File: src/rtl/spim_pkg.sv
package spim_pkg;

    localparam logic [7:0] A_FMT  = 8'h10;
    localparam logic [7:0] A_XCTL = 8'h20;
    localparam logic [7:0] A_GO   = 8'h24;
    localparam logic [7:0] A_DATA = 8'h2C;
    localparam logic [7:0] A_CTL  = 8'h30;
    localparam logic [7:0] A_STAT = 8'h34;
    localparam logic [7:0] A_TIME = 8'h40;

    typedef enum logic [1:0] {PK_NONE, PK_W, PK_R, PK_WR} pkind_e;
    typedef enum logic [2:0] {ES_IDLE, ES_LOAD, ES_LOW, ES_HIGH, ES_FIN} est_e;

    // phase kind for a mode code and phase index (0 = first, 1 = second)
    function automatic pkind_e phase_kind(input logic [3:0] mode, input logic idx);
        pkind_e k;
        k = PK_NONE;
        case (mode)
            4'd0: if (!idx) k = PK_WR;
            4'd1: if (!idx) k = PK_W;
            4'd2: if (!idx) k = PK_R;
            4'd3: if (!idx) k = PK_W; else k = PK_R;
            4'd4: if (!idx) k = PK_R; else k = PK_W;
            default: k = PK_NONE;
        endcase
        return k;
    endfunction

    function automatic logic kind_tx(input pkind_e k);
        return (k == PK_W) || (k == PK_WR);
    endfunction

    function automatic logic kind_rx(input pkind_e k);
        return (k == PK_R) || (k == PK_WR);
    endfunction

endpackage

File: src/rtl/spim_fifo.sv
module spim_fifo #(
    parameter int W     = 8,
    parameter int DEPTH = 16,
    localparam int AW   = $clog2(DEPTH),
    localparam int CW   = $clog2(DEPTH + 1)
) (
    input  logic          clk,
    input  logic          rst_n,
    input  logic          clr,
    input  logic          push,
    input  logic          pop,
    input  logic [W-1:0]  wdata,
    output logic [W-1:0]  rdata,
    output logic [CW-1:0] count,
    output logic          full,
    output logic          empty
);
    typedef struct packed {
        logic [AW-1:0] wp;
        logic [AW-1:0] rp;
        logic [CW-1:0] cnt;
    } fptr_t;

    fptr_t q, d;
    logic [W-1:0] mem [DEPTH];
    logic do_push, do_pop;

    assign full    = (q.cnt == CW'(DEPTH));
    assign empty   = (q.cnt == '0);
    assign do_push = push && !full;
    assign do_pop  = pop && !empty;
    assign rdata   = mem[q.rp];
    assign count   = q.cnt;

    always_comb begin
        d = q;
        if (clr) begin
            d = '0;
        end else begin
            if (do_push) d.wp = (q.wp == AW'(DEPTH - 1)) ? '0 : q.wp + 1'b1;
            if (do_pop)  d.rp = (q.rp == AW'(DEPTH - 1)) ? '0 : q.rp + 1'b1;
            case ({do_push, do_pop})
                2'b10:   d.cnt = q.cnt + 1'b1;
                2'b01:   d.cnt = q.cnt - 1'b1;
                default: d.cnt = q.cnt;
            endcase
        end
    end

    always_ff @(posedge clk or negedge rst_n) begin
        if (!rst_n) q <= '0;
        else        q <= d;
    end

    always_ff @(posedge clk) begin
        if (do_push && !clr) mem[q.wp] <= wdata;
    end

endmodule

File: src/rtl/spim_engine.sv
module spim_engine import spim_pkg::*; #(
    parameter int FW  = 8,
    parameter int CW  = 9,
    parameter int TW  = 8,
    localparam int BW = $clog2(FW)
) (
    input  logic          clk,
    input  logic          rst_n,
    input  logic          abort,
    input  logic          start,
    input  logic [3:0]    mode,
    input  logic [CW-1:0] wlen,
    input  logic [CW-1:0] rlen,
    input  logic [TW-1:0] div,
    input  logic [FW-1:0] tx_data,
    input  logic          tx_empty,
    output logic          tx_pop,
    input  logic          rx_full,
    output logic          rx_push,
    output logic [FW-1:0] rx_data,
    input  logic          miso,
    output logic          busy,
    output logic          sclk,
    output logic          mosi,
    output logic          cs_n
);
    typedef struct packed {
        est_e          st;
        logic          ph;
        logic [3:0]    mode;
        logic [CW-1:0] wlen;
        logic [CW-1:0] rlen;
        logic [TW-1:0] div;
        logic [TW-1:0] cnt;
        logic [BW-1:0] bitn;
        logic [CW-1:0] bytec;
        logic [FW-1:0] txsh;
        logic [FW-1:0] rxsh;
    } eng_t;

    eng_t q, d;
    pkind_e kind;
    logic [CW-1:0] plen;
    logic active;

    assign kind    = phase_kind(q.mode, q.ph);
    assign plen    = (kind == PK_R) ? q.rlen : q.wlen;
    assign active  = (q.st == ES_LOAD) || (q.st == ES_LOW) || (q.st == ES_HIGH);
    assign busy    = (q.st != ES_IDLE);
    assign cs_n    = !active;
    assign sclk    = (q.st == ES_HIGH);
    assign mosi    = ((q.st == ES_LOW) || (q.st == ES_HIGH)) && q.txsh[FW-1];
    assign rx_data = q.rxsh;

    always_comb begin
        d       = q;
        tx_pop  = 1'b0;
        rx_push = 1'b0;
        case (q.st)
            ES_IDLE: if (start) begin
                d.mode  = mode;
                d.wlen  = wlen;
                d.rlen  = rlen;
                d.div   = div;
                d.ph    = 1'b0;
                d.bytec = '0;
                d.st    = (phase_kind(mode, 1'b0) == PK_NONE) ? ES_FIN : ES_LOAD;
            end
            ES_LOAD: if ((!kind_tx(kind) || !tx_empty) && (!kind_rx(kind) || !rx_full)) begin
                tx_pop = kind_tx(kind);
                d.txsh = kind_tx(kind) ? tx_data : '0;
                d.cnt  = '0;
                d.bitn = '0;
                d.st   = ES_LOW;
            end
            ES_LOW: if (q.cnt == q.div) begin
                d.cnt  = '0;
                d.rxsh = {q.rxsh[FW-2:0], miso};
                d.st   = ES_HIGH;
            end else begin
                d.cnt = q.cnt + 1'b1;
            end
            ES_HIGH: if (q.cnt == q.div) begin
                d.cnt = '0;
                if (q.bitn == BW'(FW - 1)) begin
                    rx_push = kind_rx(kind);
                    if (q.bytec == plen) begin
                        d.bytec = '0;
                        if (!q.ph && (phase_kind(q.mode, 1'b1) != PK_NONE)) begin
                            d.ph = 1'b1;
                            d.st = ES_LOAD;
                        end else begin
                            d.st = ES_FIN;
                        end
                    end else begin
                        d.bytec = q.bytec + 1'b1;
                        d.st    = ES_LOAD;
                    end
                end else begin
                    d.bitn = q.bitn + 1'b1;
                    d.txsh = {q.txsh[FW-2:0], 1'b0};
                    d.st   = ES_LOW;
                end
            end else begin
                d.cnt = q.cnt + 1'b1;
            end
            ES_FIN:  d.st = ES_IDLE;
            default: d.st = ES_IDLE;
        endcase
        if (abort) d.st = ES_IDLE;
    end

    always_ff @(posedge clk or negedge rst_n) begin
        if (!rst_n) q <= '0;
        else        q <= d;
    end

endmodule

File: src/rtl/spi_flash_master.sv
module spi_flash_master import spim_pkg::*; #(
    parameter int FIFO_DEPTH = 16,
    parameter int FW         = 8,
    parameter int CW         = 9,
    parameter int TW         = 8,
    localparam int FCW       = $clog2(FIFO_DEPTH + 1),
    localparam int W_LSB     = 12,
    localparam int R_LSB     = 0,
    localparam int M_LSB     = 24
) (
    input  logic        clk,
    input  logic        rst_n,
    input  logic        bus_wr,
    input  logic        bus_rd,
    input  logic [7:0]  bus_addr,
    input  logic [31:0] bus_wdata,
    output logic [31:0] bus_rdata,
    input  logic        miso,
    output logic        sclk,
    output logic        mosi,
    output logic        cs_n
);
    localparam logic [31:0] XCTL_MASK =
        (32'hF << M_LSB) | (((32'h1 << CW) - 1) << W_LSB) | (((32'h1 << CW) - 1) << R_LSB);

    typedef struct packed {
        logic [31:0]   xctl;
        logic [TW-1:0] tdiv;
        logic [2:0]    rpend;
    } regs_t;

    regs_t q, d;

    logic           eng_busy, eng_start, eng_abort;
    logic           tx_push, tx_pop, tx_full, tx_empty, tx_clr;
    logic           rx_push, rx_pop, rx_full, rx_empty, rx_clr;
    logic [FW-1:0]  tx_q, rx_q, rx_in;
    logic [FCW-1:0] tx_cnt, rx_cnt;
    logic [31:0]    stat;

    assign eng_abort = q.rpend[0];
    assign tx_clr    = q.rpend[0] | q.rpend[2];
    assign rx_clr    = q.rpend[0] | q.rpend[1];
    assign eng_start = bus_wr && (bus_addr == A_GO) && !eng_busy && (q.rpend == '0);
    assign tx_push   = bus_wr && (bus_addr == A_DATA);
    assign rx_pop    = bus_rd && (bus_addr == A_DATA);

    always_comb begin
        d = q;
        if (q.rpend != '0) d.rpend = '0;
        if (bus_wr) begin
            case (bus_addr)
                A_XCTL:  d.xctl  = bus_wdata & XCTL_MASK;
                A_TIME:  d.tdiv  = bus_wdata[TW-1:0];
                A_CTL:   d.rpend = bus_wdata[2:0];
                default: ;
            endcase
        end
    end

    always_ff @(posedge clk or negedge rst_n) begin
        if (!rst_n) q <= '0;
        else        q <= d;
    end

    always_comb begin
        stat        = '0;
        stat[0]     = eng_busy;
        stat[12:8]  = 5'(rx_cnt);
        stat[14]    = rx_empty;
        stat[20:16] = 5'(tx_cnt);
        stat[22]    = tx_empty;
        stat[23]    = tx_full;
        case (bus_addr)
            A_FMT:   bus_rdata = 32'(FW - 1) << 8;
            A_XCTL:  bus_rdata = q.xctl;
            A_DATA:  bus_rdata = rx_empty ? '0 : {{(32-FW){1'b0}}, rx_q};
            A_CTL:   bus_rdata = {29'b0, q.rpend};
            A_STAT:  bus_rdata = stat;
            A_TIME:  bus_rdata = {{(32-TW){1'b0}}, q.tdiv};
            default: bus_rdata = '0;
        endcase
    end

    spim_fifo #(.W(FW), .DEPTH(FIFO_DEPTH)) u_txf (
        .clk(clk), .rst_n(rst_n), .clr(tx_clr), .push(tx_push), .pop(tx_pop),
        .wdata(bus_wdata[FW-1:0]), .rdata(tx_q), .count(tx_cnt),
        .full(tx_full), .empty(tx_empty)
    );

    spim_fifo #(.W(FW), .DEPTH(FIFO_DEPTH)) u_rxf (
        .clk(clk), .rst_n(rst_n), .clr(rx_clr), .push(rx_push), .pop(rx_pop),
        .wdata(rx_in), .rdata(rx_q), .count(rx_cnt),
        .full(rx_full), .empty(rx_empty)
    );

    spim_engine #(.FW(FW), .CW(CW), .TW(TW)) u_eng (
        .clk(clk), .rst_n(rst_n), .abort(eng_abort), .start(eng_start),
        .mode(q.xctl[M_LSB +: 4]), .wlen(q.xctl[W_LSB +: CW]), .rlen(q.xctl[R_LSB +: CW]),
        .div(q.tdiv), .tx_data(tx_q), .tx_empty(tx_empty), .tx_pop(tx_pop),
        .rx_full(rx_full), .rx_push(rx_push), .rx_data(rx_in), .miso(miso),
        .busy(eng_busy), .sclk(sclk), .mosi(mosi), .cs_n(cs_n)
    );

endmodule

File: config.mk
export PLATFORM = sky130hd
export DESIGN_NAME = spi_flash_master
export DESIGN_NICKNAME = d
export VERILOG_FILES = /design/src/rtl/spim_pkg.sv /design/src/rtl/spim_fifo.sv /design/src/rtl/spim_engine.sv /design/src/rtl/spi_flash_master.sv
export SDC_FILE = /design/constraint.sdc
export NUM_CORES = 1
export LEC_CHECK = 0
export BUFFER_PORTS_ARGS = -buffer_cell sky130_fd_sc_hd__buf_2
export CORE_ASPECT_RATIO = 1.5
export CORE_MARGIN = 2
export CORE_UTILIZATION = 61
export DETAILED_ROUTE_END_ITERATION = 10
export PLACE_DENSITY = 0.78
export SKIP_CTS_REPAIR_TIMING = 1
export SYNTH_ARGS = -nofsm -noshare
export SYNTH_HDL_FRONTEND = slang
export SYNTH_SLANG_ARGS = --single-unit
File: constraint.sdc
create_clock -name clk -period 4.43 [get_ports clk]
set_input_delay 0.886 -clock clk [delete_from_list [all_inputs] [get_ports clk]]
set_output_delay 0.886 -clock clk [all_outputs]
set_load 0.005 [all_outputs]
---- After elaboration in Yosys (flattened, before gate mapping) ----
Memories as Yosys holds them, arrays and structs flattened.
Cells that the tools add are included.
cells by class
  $add $sub $neg .......................... 11
  equal/unequal tests ..................... 45
  mux-type cells .......................... 69
  bitwise operators ....................... 2
  reduce and logical (&&, ||, !) cells .... 63
operators by type and width
  operator                                              count
  one-hot mux 28 bit (6 select lines)                   1
  equality test 8 x 6 -> 1 bit (second input constant)  5
  two-way mux 8 bit                                     5
  two-way mux 4 bit                                     9
  two-way mux 9 bit                                     4
  two-way mux 34 bit                                    1
  two-way mux 3 bit                                     11
  one-hot mux 8 bit (2 select lines)                    2
  two-way mux 13 bit                                    2
  two-way mux 2 bit                                     10
  two-way mux 20 bit                                    1
  one-hot mux 5 bit (2 select lines)                    2
  one-hot mux 9 bit (2 select lines)                    1
  adder 4 x 1 -> 4 bit (second input constant)          4
  equality test 4 x 2 -> 1 bit (second input constant)  4
  equality test 4 bit (second input constant)           4
  nonzero test 2 bit                                    8
  logical AND 1 bit                                     14
  two-way mux 1 bit                                     13
  one-hot mux 3 bit (4 select lines)                    1
  AND reduction 4 bit                                   3
  nonzero test 3 bit                                    4
  logical NOT 1 bit                                     11
  two-way mux 11 bit                                    1
  35 further kinds                                      69
word-level totals
  flip-flop bits (word level) ............. 129
  RAM bits ................................ 256
  bits of input ports ..................... 45
  word-level logic and storage cells ...... 212
  memories ................................ 2
memories
  name       depth  bits a word  rd ports  clocked after Yosys merged registers in  write ports  RTL line         text
  u_rxf.mem  16     8            1         0                                        1            spim_fifo.sv:25  logic [W-1:0] mem [DEPTH];
  u_txf.mem  16     8            1         0                                        1            spim_fifo.sv:25

---- Depth between registers and ports, before layout ----
Gate-level depths: netlist of run 1.
  depth in word-level cells ............... 17
  mapped depth ............................ 13
  gate-level depth less buffers ........... 12

---- Hierarchy ----
From an unflattened synthesis of run 1, not the netlist that was laid out.
unflattened totals
  cell total of the unflattened synthesis .. 1193
  area, all modules ....................... 17533.1 um2
modules (own cells, without submodules)
  module             instances  cells an instance  area each (um2)
  spim_fifo (u_rxf)  1          356                6013.3
  spim_fifo (u_txf)  1          317                5914.4
  spim_engine        1          371                3709.8
  spi_flash_master   1          149                1895.6

---- Worst setup path before layout of run 1 ----
Ideal clock, no wire load.
  kind .................................... input to register
  from .................................... input bus_addr[1]
  to ...................................... register u_rxf.q (netlist bit u_rxf.count[4])
  setup time .............................. 0.086 ns
  arrival ................................. 3.407 ns
  data required time ...................... 4.344 ns
  path slack .............................. 0.937 ns
  stages .................................. 10
  cells stage by stage .................... nor3b_1 nand2_1 or4_1 nor3b_1 ha_1 a21o_1 a21o_1 or3_1 and3_1 nor3_1
on the way
  word-level cells in the longest chain between the ends .. 6
  elaborated cells on any way between the ends .. 8
  those cells by class .................... 3 x eq/ne; 2 x mux; 3 x reduce/logical
RTL lines
  what                                                                        RTL line                text
  start, declared                                                             spi_flash_master.sv:15  input logic [7:0] bus_addr,
  equality test 8 x 6 -> 1 bit (*)                                            spi_flash_master.sv:46  assign rx_pop = bus_rd && (bus_addr == A_DATA);
  logical AND 1 bit (*)                                                       spi_flash_master.sv:46
  logical AND 1 bit (*)                                                       spim_fifo.sv:31         assign do_pop = pop && !empty;
  equality test 2 x 1 -> 1 bit / equality test 2 bit (equally long branches)  spim_fifo.sv:42         case ({do_push, do_pop})
  one-hot mux 5 bit (2 select lines)                                          spim_fifo.sv:42
  two-way mux 13 bit                                                          spim_fifo.sv:37         if (clr) begin
  end signal, assigned                                                        spim_fifo.sv:51         if (!rst_n) q <= '0;
  end signal, assigned                                                        spim_fifo.sv:52         else q <= d;
  end, declared                                                               spim_fifo.sv:24         fptr_t q, d;
Mark *: on every way between the ends. The rest lies on a longest branch, timed or not.
A chain may end at the register's enable or synchronous reset.

---- Worst setup path after layout of run 1 ----
  from .................................... register u_rxf.q (netlist bit u_rxf.count[0])
  to ...................................... register u_txf.q (netlist bit u_txf.count[4])
on the way
  word-level cells in the longest chain between the ends .. 10
  elaborated cells on any way between the ends .. 12
  those cells by class .................... 3 x eq/ne; 4 x mux; 5 x reduce/logical
RTL lines
  what                                                                        RTL line           text
  equality test 5 bit (*)                                                     spim_fifo.sv:28    assign full = (q.cnt == CW'(DEPTH));
  logical NOT 1 bit (*)                                                       spim_engine.sv:69  ES_LOAD: if ((!kind_tx(kind) || !tx_empty) && (!kind_rx(kind) || !rx_full)) begin
  logical OR 1 bit (*)                                                        spim_engine.sv:69
  logical AND 1 bit (*)                                                       spim_engine.sv:69
  two-way mux 1 bit (*)                                                       spim_engine.sv:69
  two-way mux 1 bit (*)                                                       spim_engine.sv:59  case (q.st)
  logical AND 1 bit (*)                                                       spim_fifo.sv:31
  equality test 2 x 1 -> 1 bit / equality test 2 bit (equally long branches)  spim_fifo.sv:42
  one-hot mux 5 bit (2 select lines)                                          spim_fifo.sv:42
  two-way mux 13 bit                                                          spim_fifo.sv:37
  end signal, assigned                                                        spim_fifo.sv:51
  end signal, assigned                                                        spim_fifo.sv:52
  end, declared                                                               spim_fifo.sv:24
Marks and branches as above.

==> reports/results.ini, run 1 <==
[pwr]
powerDensity_mw_per_mm2 = 430.7
p_total_mw = 8.047
peakVddDrop_mv = 0.3990
leakagePower_nw = 7.128

[setup_path]
cp-start-kind = flip-flop
crit_type = reg2reg
path_max_fanout = 7
worstPathRequired_ns = 4.84
ff2ff_setup_slack_ns = 0.87
critPathSlowestCell = a2111oi_0
cp_slowest_stage_delay_ns = 0.75
crit_family = simple AND/OR/NAND/NOR gates
path_cells = or4_1 > a2111oi_0 > nor4_2 > and2_0 > xor2_1 > ha_1 > nor2_1 > and4_1 > a41oi_1 > xor2_1 > nor2_1
cp-end-kind = flip-flop
critPathBufInv = 0
cp_data_arrival_time_ns = 3.97

[clock_tree]
clk_pin_slew_worst_paths_ns = 0.06
cts_tree = built
cts.sinks = 385
htree_levels = 2
clockBufferDepth = 3
cts_buffers = 36
ctsRootBufferMaster = clkbuf_16
clk_latency_ns = 0.53

[timing]
post-route-period-util = 0.8046
maxSlewHeadroom = 0.3635
fmax_ghz = 0.2805
hold_viol_final = 0
grt_setup_unrepaired = no
worstMarginPinSlew_ns = 0.9548
clock_skew_ns = 0.01740
fin_tns_setup_ns = 0
fin_crit_ns = 3.565
setup_viol = 0
whs_ns = 0.4434
slew_violations = 0

[synth]
synth-seq-cells = 385
synth_warnings = 0
syn_avg_cell_area_um2 = 14.81
synth_ff_type = edfxtp_1
synthArstFlopShare = 0.3351
synth_area_leaders = edfxtp_1 (46%), dfrtp_1 (19%), mux4_2 (11%)
synth_edf_count = 256
synth_top_area_share = 0.4613
synth.distinct_cells = 65
synth_area_mm2 = 0.01666
synthCells = 1125
synth_seq_area_share = 0.6550
synth_top_cell_by_area = edfxtp_1
synth_commonest_cells = edfxtp_1 (256), nand2_1 (150), dfrtp_1 (129), mux4_2 (80), nor2_1 (62)
synth.most_common_cell = edfxtp_1

[global_route]
antenna_found_initial = 0
grt_first_pass_wirelength_mm = 56.75
globalRouteOverflowTotal = 0
grt_use_total = 0.2613
first_global_vias = 10039
grt_max_degree = 86

[hold_path]
hold_class = in2async

[floorplan]
start_util = 0.6164
rows = 74
core_area_mm2 = 0.02704
fp.dieW_um = 139.0
die-area_mm2 = 0.02868
ios = 80
chipHeight_um = 206.4

[route]
wl_met1_mm = 13.33
drc_errors = 0
dr.pass1.iters = 7
vias = 9870
routed_wl_mm = 36.80
viasPerCell = 6.295
wl_per_cell_um = 23.47
dr_wl_met2_mm = 19.82
highest_layer = met4
drt_first_iter_violations = 756
route.met3.wl_mm = 1.969
postRouteAntennaNets = 0

[placement]
gp_congestion = 0.8736
dp.cells = 1502
port_buffers = 64
dpl.hpwl_mm = 24.33

[run]
maxCapViolCount = 0

[cells_and_area]
fin_cells = 1568
diodes = 0
syn_to_final_growth_pct = 12.12
drive_gt1_frac = 0.2292
nNetsFinal = 1262
final_util = 0.6911

[outcome]
status = finished clean

[final cells by class]
type / count / area (um^2)
fillers: 1781 / 8352
multi-input cells: 659 / 5415
clock buffers: 50 / 1065
inverters: 25 / 93.84
well taps: 342 / 427.9
repair buffers: 91 / 541.8
clock inverters: 16 / 222.7
flip-flops and latches: 385 / 10920
[final timing paths]
kind | end | from | cells after the start
worst min register to register | u_eng.q[39]$_DFFE_PN0P_ | u_eng.q[39]$_DFFE_PN0P_ | 2
max in group asynchronous | q[7]$_DFFE_PN0P_ | rst_n | 2
worst max register to register | u_txf.count[4]$_DFFE_PN0P_ | u_rxf.count[0]$_DFFE_PN0P_ | 11
worst min-delay path | u_eng.q[56]$_DFFE_PN0P_ | rst_n | 1
worst max-delay path | u_txf.count[4]$_DFFE_PN0P_ | u_rxf.count[0]$_DFFE_PN0P_ | 11
min in group clk | u_eng.q[39]$_DFFE_PN0P_ | u_eng.q[39]$_DFFE_PN0P_ | 2
[state kept, by name, summed over array words and instances (netlist names)]
signal         flops
u_txf.q            8
u_rxf.mem        128
q                 32
u_eng.q           62
u_eng.rx_data      8
eng_abort          1
u_txf.mem        128
u_rxf.count        5
u_rxf.q            8
u_txf.count        5
[routing by layer]
layer	up-vias	global-route usage
li1	4389	-
met1	5054	0.3087
met2	329	0.4738
met3	98	0.04171
met4	0	0.1180
met5	-	0
[logic make-up (layout without fill, tap and decap cells)]
group | after synthesis | in the layout | share of synthesized area
fa+ha+maj | 19 | 19 | 0.01472
flops | 385 | 385 | 0.6550
mux | 129 | 129 | 0.1404
xor+xnor | 34 | 34 | 0.01787
compound gates | 131 | 131 | 0.05421
buf+inv | 85 | 182 | 0.02132
other cells | 1 | 5 | 0.0002250
simple gates | 341 | 341 | 0.09625
[where the power goes]
group,leakage [nW],switching (mW),total (mW),internal [mW]
combinational,2.44,0.241,0.408,0.167
clock,0.631,1.34,3.32,1.99
sequential,4.05,0.218,4.32,4.10
[placed cells by master, fill, tap and decap left out, types with 25 or more instances in the layout]
cell type / instances
clkbuf_16: 37
nor2_1: 62
dfrtp_1: 127
o21ai_0: 33
buf_4: 26
mux4_2: 80
edfxtp_1: 256
inv_1: 25
nand2_1: 150
mux2_2: 38
buf_2: 63
[through the flow]
stage	setup slack (ns)	area (um^2)
floorplan	0.9375	16680
finish	0.8654	18680
detailed placement	0.5583	17400
CTS	0.8534	18680
global placement	0.6387	17400
global route	0.6695	18680
[worst register-to-register path: stages, from the launching register on]
cell       delay [ns]
dfrtp_1          0.45
or4_1            0.63
a2111oi_0        0.76
nor4_2           0.25
and2_0           0.29
xor2_1           0.17
ha_1             0.21
nor2_1           0.06
and4_1           0.20
a41oi_1          0.20
xor2_1           0.17
nor2_1           0.06
(Power assumes the default switching activity.)
==> run 2: changes to the inputs <==
Clock period 4.43 ns to 3.7 ns, I/O delays scaled along.
==> run 2 against run 1 <==
Compared with the run above: critical path depth decreased by 5; design area increased by 0.17%; critical path type is now reg2out; total power increased by 15%; utilization increased by 0.12 points; first-iteration DRC count decreased by 17%; cell count increased by 1.2%; global-route usage decreased by 0.31 points; largest cell class unchanged; worst hold slack got worse by 0.18 ns; routed wire length decreased by 2.6%; via count decreased by 1.1%; highest routed layer unchanged; sequential share of layout area decreased by 0.10 points; clock power increased by 7.8%.
==> reports/results.ini, run 2 (synthesized netlist as in run 1, its figures left out) <==
[timing]
whs_ns = 0.2631
worstMarginPinSlew_ns = 0.8736
fin_tns_setup_ns = 0
fmax_ghz = 0.2899
hold_viol_final = 0
slew_violations = 0
setup_viol = 0
clock_skew_ns = 0.02230
post-route-period-util = 0.9323
fin_crit_ns = 3.449
maxSlewHeadroom = 0.4154
grt_setup_unrepaired = no

[global_route]
globalRouteOverflowTotal = 0
first_global_vias = 10027
use_met1 = 0.3169
met3_usage = 0.03800
grt_use_total = 0.2581
antenna_found_initial = 0
busiest_layer = met2
grt_max_degree = 78
grt_first_pass_wirelength_mm = 56.27
grt_util_met2 = 0.4634

[placement]
place_area_mm2 = 0.01757
port_buffers = 64
gp_congestion = 0.8563
dpl.hpwl_mm = 24.06

[route]
vias = 9758
drt_first_iter_violations = 629
dr.pass1.iters = 5
wl_per_cell_um = 22.58
drc_errors = 0
routed_wl_mm = 35.83
viasPerCell = 6.149
postRouteAntennaNets = 0

[floorplan]
rows = 74
die-area_mm2 = 0.02868
chipHeight_um = 206.4
fp.dieW_um = 139.0
core_area_mm2 = 0.02704
start_util = 0.6164
ios = 80

[cells_and_area]
drive_gt1_frac = 0.2410
reg_top3 = u_rxf.mem (128), u_txf.mem (128), u_eng.q (62)
stdcell_area_mm2 = 0.01872
final_util = 0.6923
final_common_cell = edfxtp_1
diodes = 0
final_cell_mix = edfxtp_1 (256), nand2_1 (150), dfrtp_1 (127), mux4_2 (80), buf_2 (63)
syn_to_final_growth_pct = 12.31
nNetsFinal = 1282

[setup_path]
cp-start-kind = flip-flop
crit_type = reg2out
ff2ff_setup_slack_ns = 0.38
reg2reg_depth = 10
cp_data_arrival_time_ns = 2.71
endpoint = bus_rdata[5]
worstPathRequired_ns = 2.96
reg2reg_from = u_rxf.count[0]$_DFFE_PN0P_
cp-end-kind = output pin
startpoint = u_rxf.q[5]$_DFFE_PN0P_
path_max_fanout = 37
rr_endpoint = u_rxf.count[4]$_DFFE_PN0P_

[pwr]
peakVddDrop_mv = 0.4570
leakagePower_nw = 7.177
powerDensity_mw_per_mm2 = 493.9

[run]
maxCapViolCount = 0

[clock_tree]
cts_buffers = 36
cts.sinks = 385
ctsRootBufferMaster = clkbuf_16
htree_levels = 2
cts_tree = built
clockBufferDepth = 3
clk_latency_ns = 0.54
clk_pin_slew_worst_paths_ns = 0.06

[hold_path]
hold_class = in2async

[outcome]
status = finished clean

run 2: cell count changes in the layout (fill, tap and decap cells not counted):
| cell | change |
|---|---|
| buf_12 | +2 |
| buf_4 | +18 |
| bufinv_16 | -4 |
| clkbuf_1 | +2 |
| clkbuf_8 | -4 |
| clkinv_1 | -2 |
| clkinv_2 | +8 |
| clkinv_8 | +1 |
| clkinvlp_2 | +1 |
| inv_4 | +1 |
| inv_6 | -4 |
run 2: worst min path at each step:
stage,start,to,slack (ns)
after floorplan,rst_n,eng_abort$_DFF_PN0_,0.44
after global placement,u_eng.q[9]$_DFFE_PN0P_,u_eng.q[9]$_DFFE_PN0P_,0.46
after detailed placement,u_eng.q[9]$_DFFE_PN0P_,u_eng.q[9]$_DFFE_PN0P_,0.47
after CTS,rst_n,u_rxf.count[1]$_DFFE_PN0P_,0.28
after global routing,rst_n,q[31]$_DFFE_PN0P_,0.32
final,rst_n,u_eng.q[56]$_DFFE_PN0P_,0.26
run 2: per-layer routing:
layer,routed length (um),share of wire,vias up
met4,1366,0.038,0
met5,0,0,-
met1,13400,0.37,4946
met2,19380,0.54,295
met3,1686,0.047,93
li1,-,-,4424
run 2: cell type report:
cell class | instances | area, um^2
flip-flops and latches | 385 | 10920
well taps | 342 | 427.9
clock buffers | 48 | 1017
inverters | 25 | 93.84
clock inverters | 17 | 127.6
multi-input cells | 659 | 5415
fillers | 1818 | 8319
repair buffers | 111 | 716.9
run 2: power breakdown:
part	switching, mW	total [mW]	internal, mW
logic	0.295	0.498	0.202
clock network	1.56	3.58	2.02
registers	0.263	5.17	4.91
total	2.12	9.24	7.13
run 2: per-stage QoR:
stage / power, mW / setup slack, ns / cells
final: 9.245 / 0.2506 / 1587
after global routing: 9.540 / 0.1553 / 1587
after CTS: 9.310 / 0.2248 / 1587
after detailed placement: 5.753 / 0.1731 / 1522
after global placement: 5.699 / 0.2476 / 1522
after floorplan: 5.463 / 0.3535 / 1129
run 2: worst max-delay path, stage by stage, from the launching register on:
cell and delay [ns]:
dfrtp_2 0.38, buf_12 0.27, mux4_2 0.57, mux4_2 0.49, inv_1 0.10, o21ai_0 0.15
buf_2 0.18
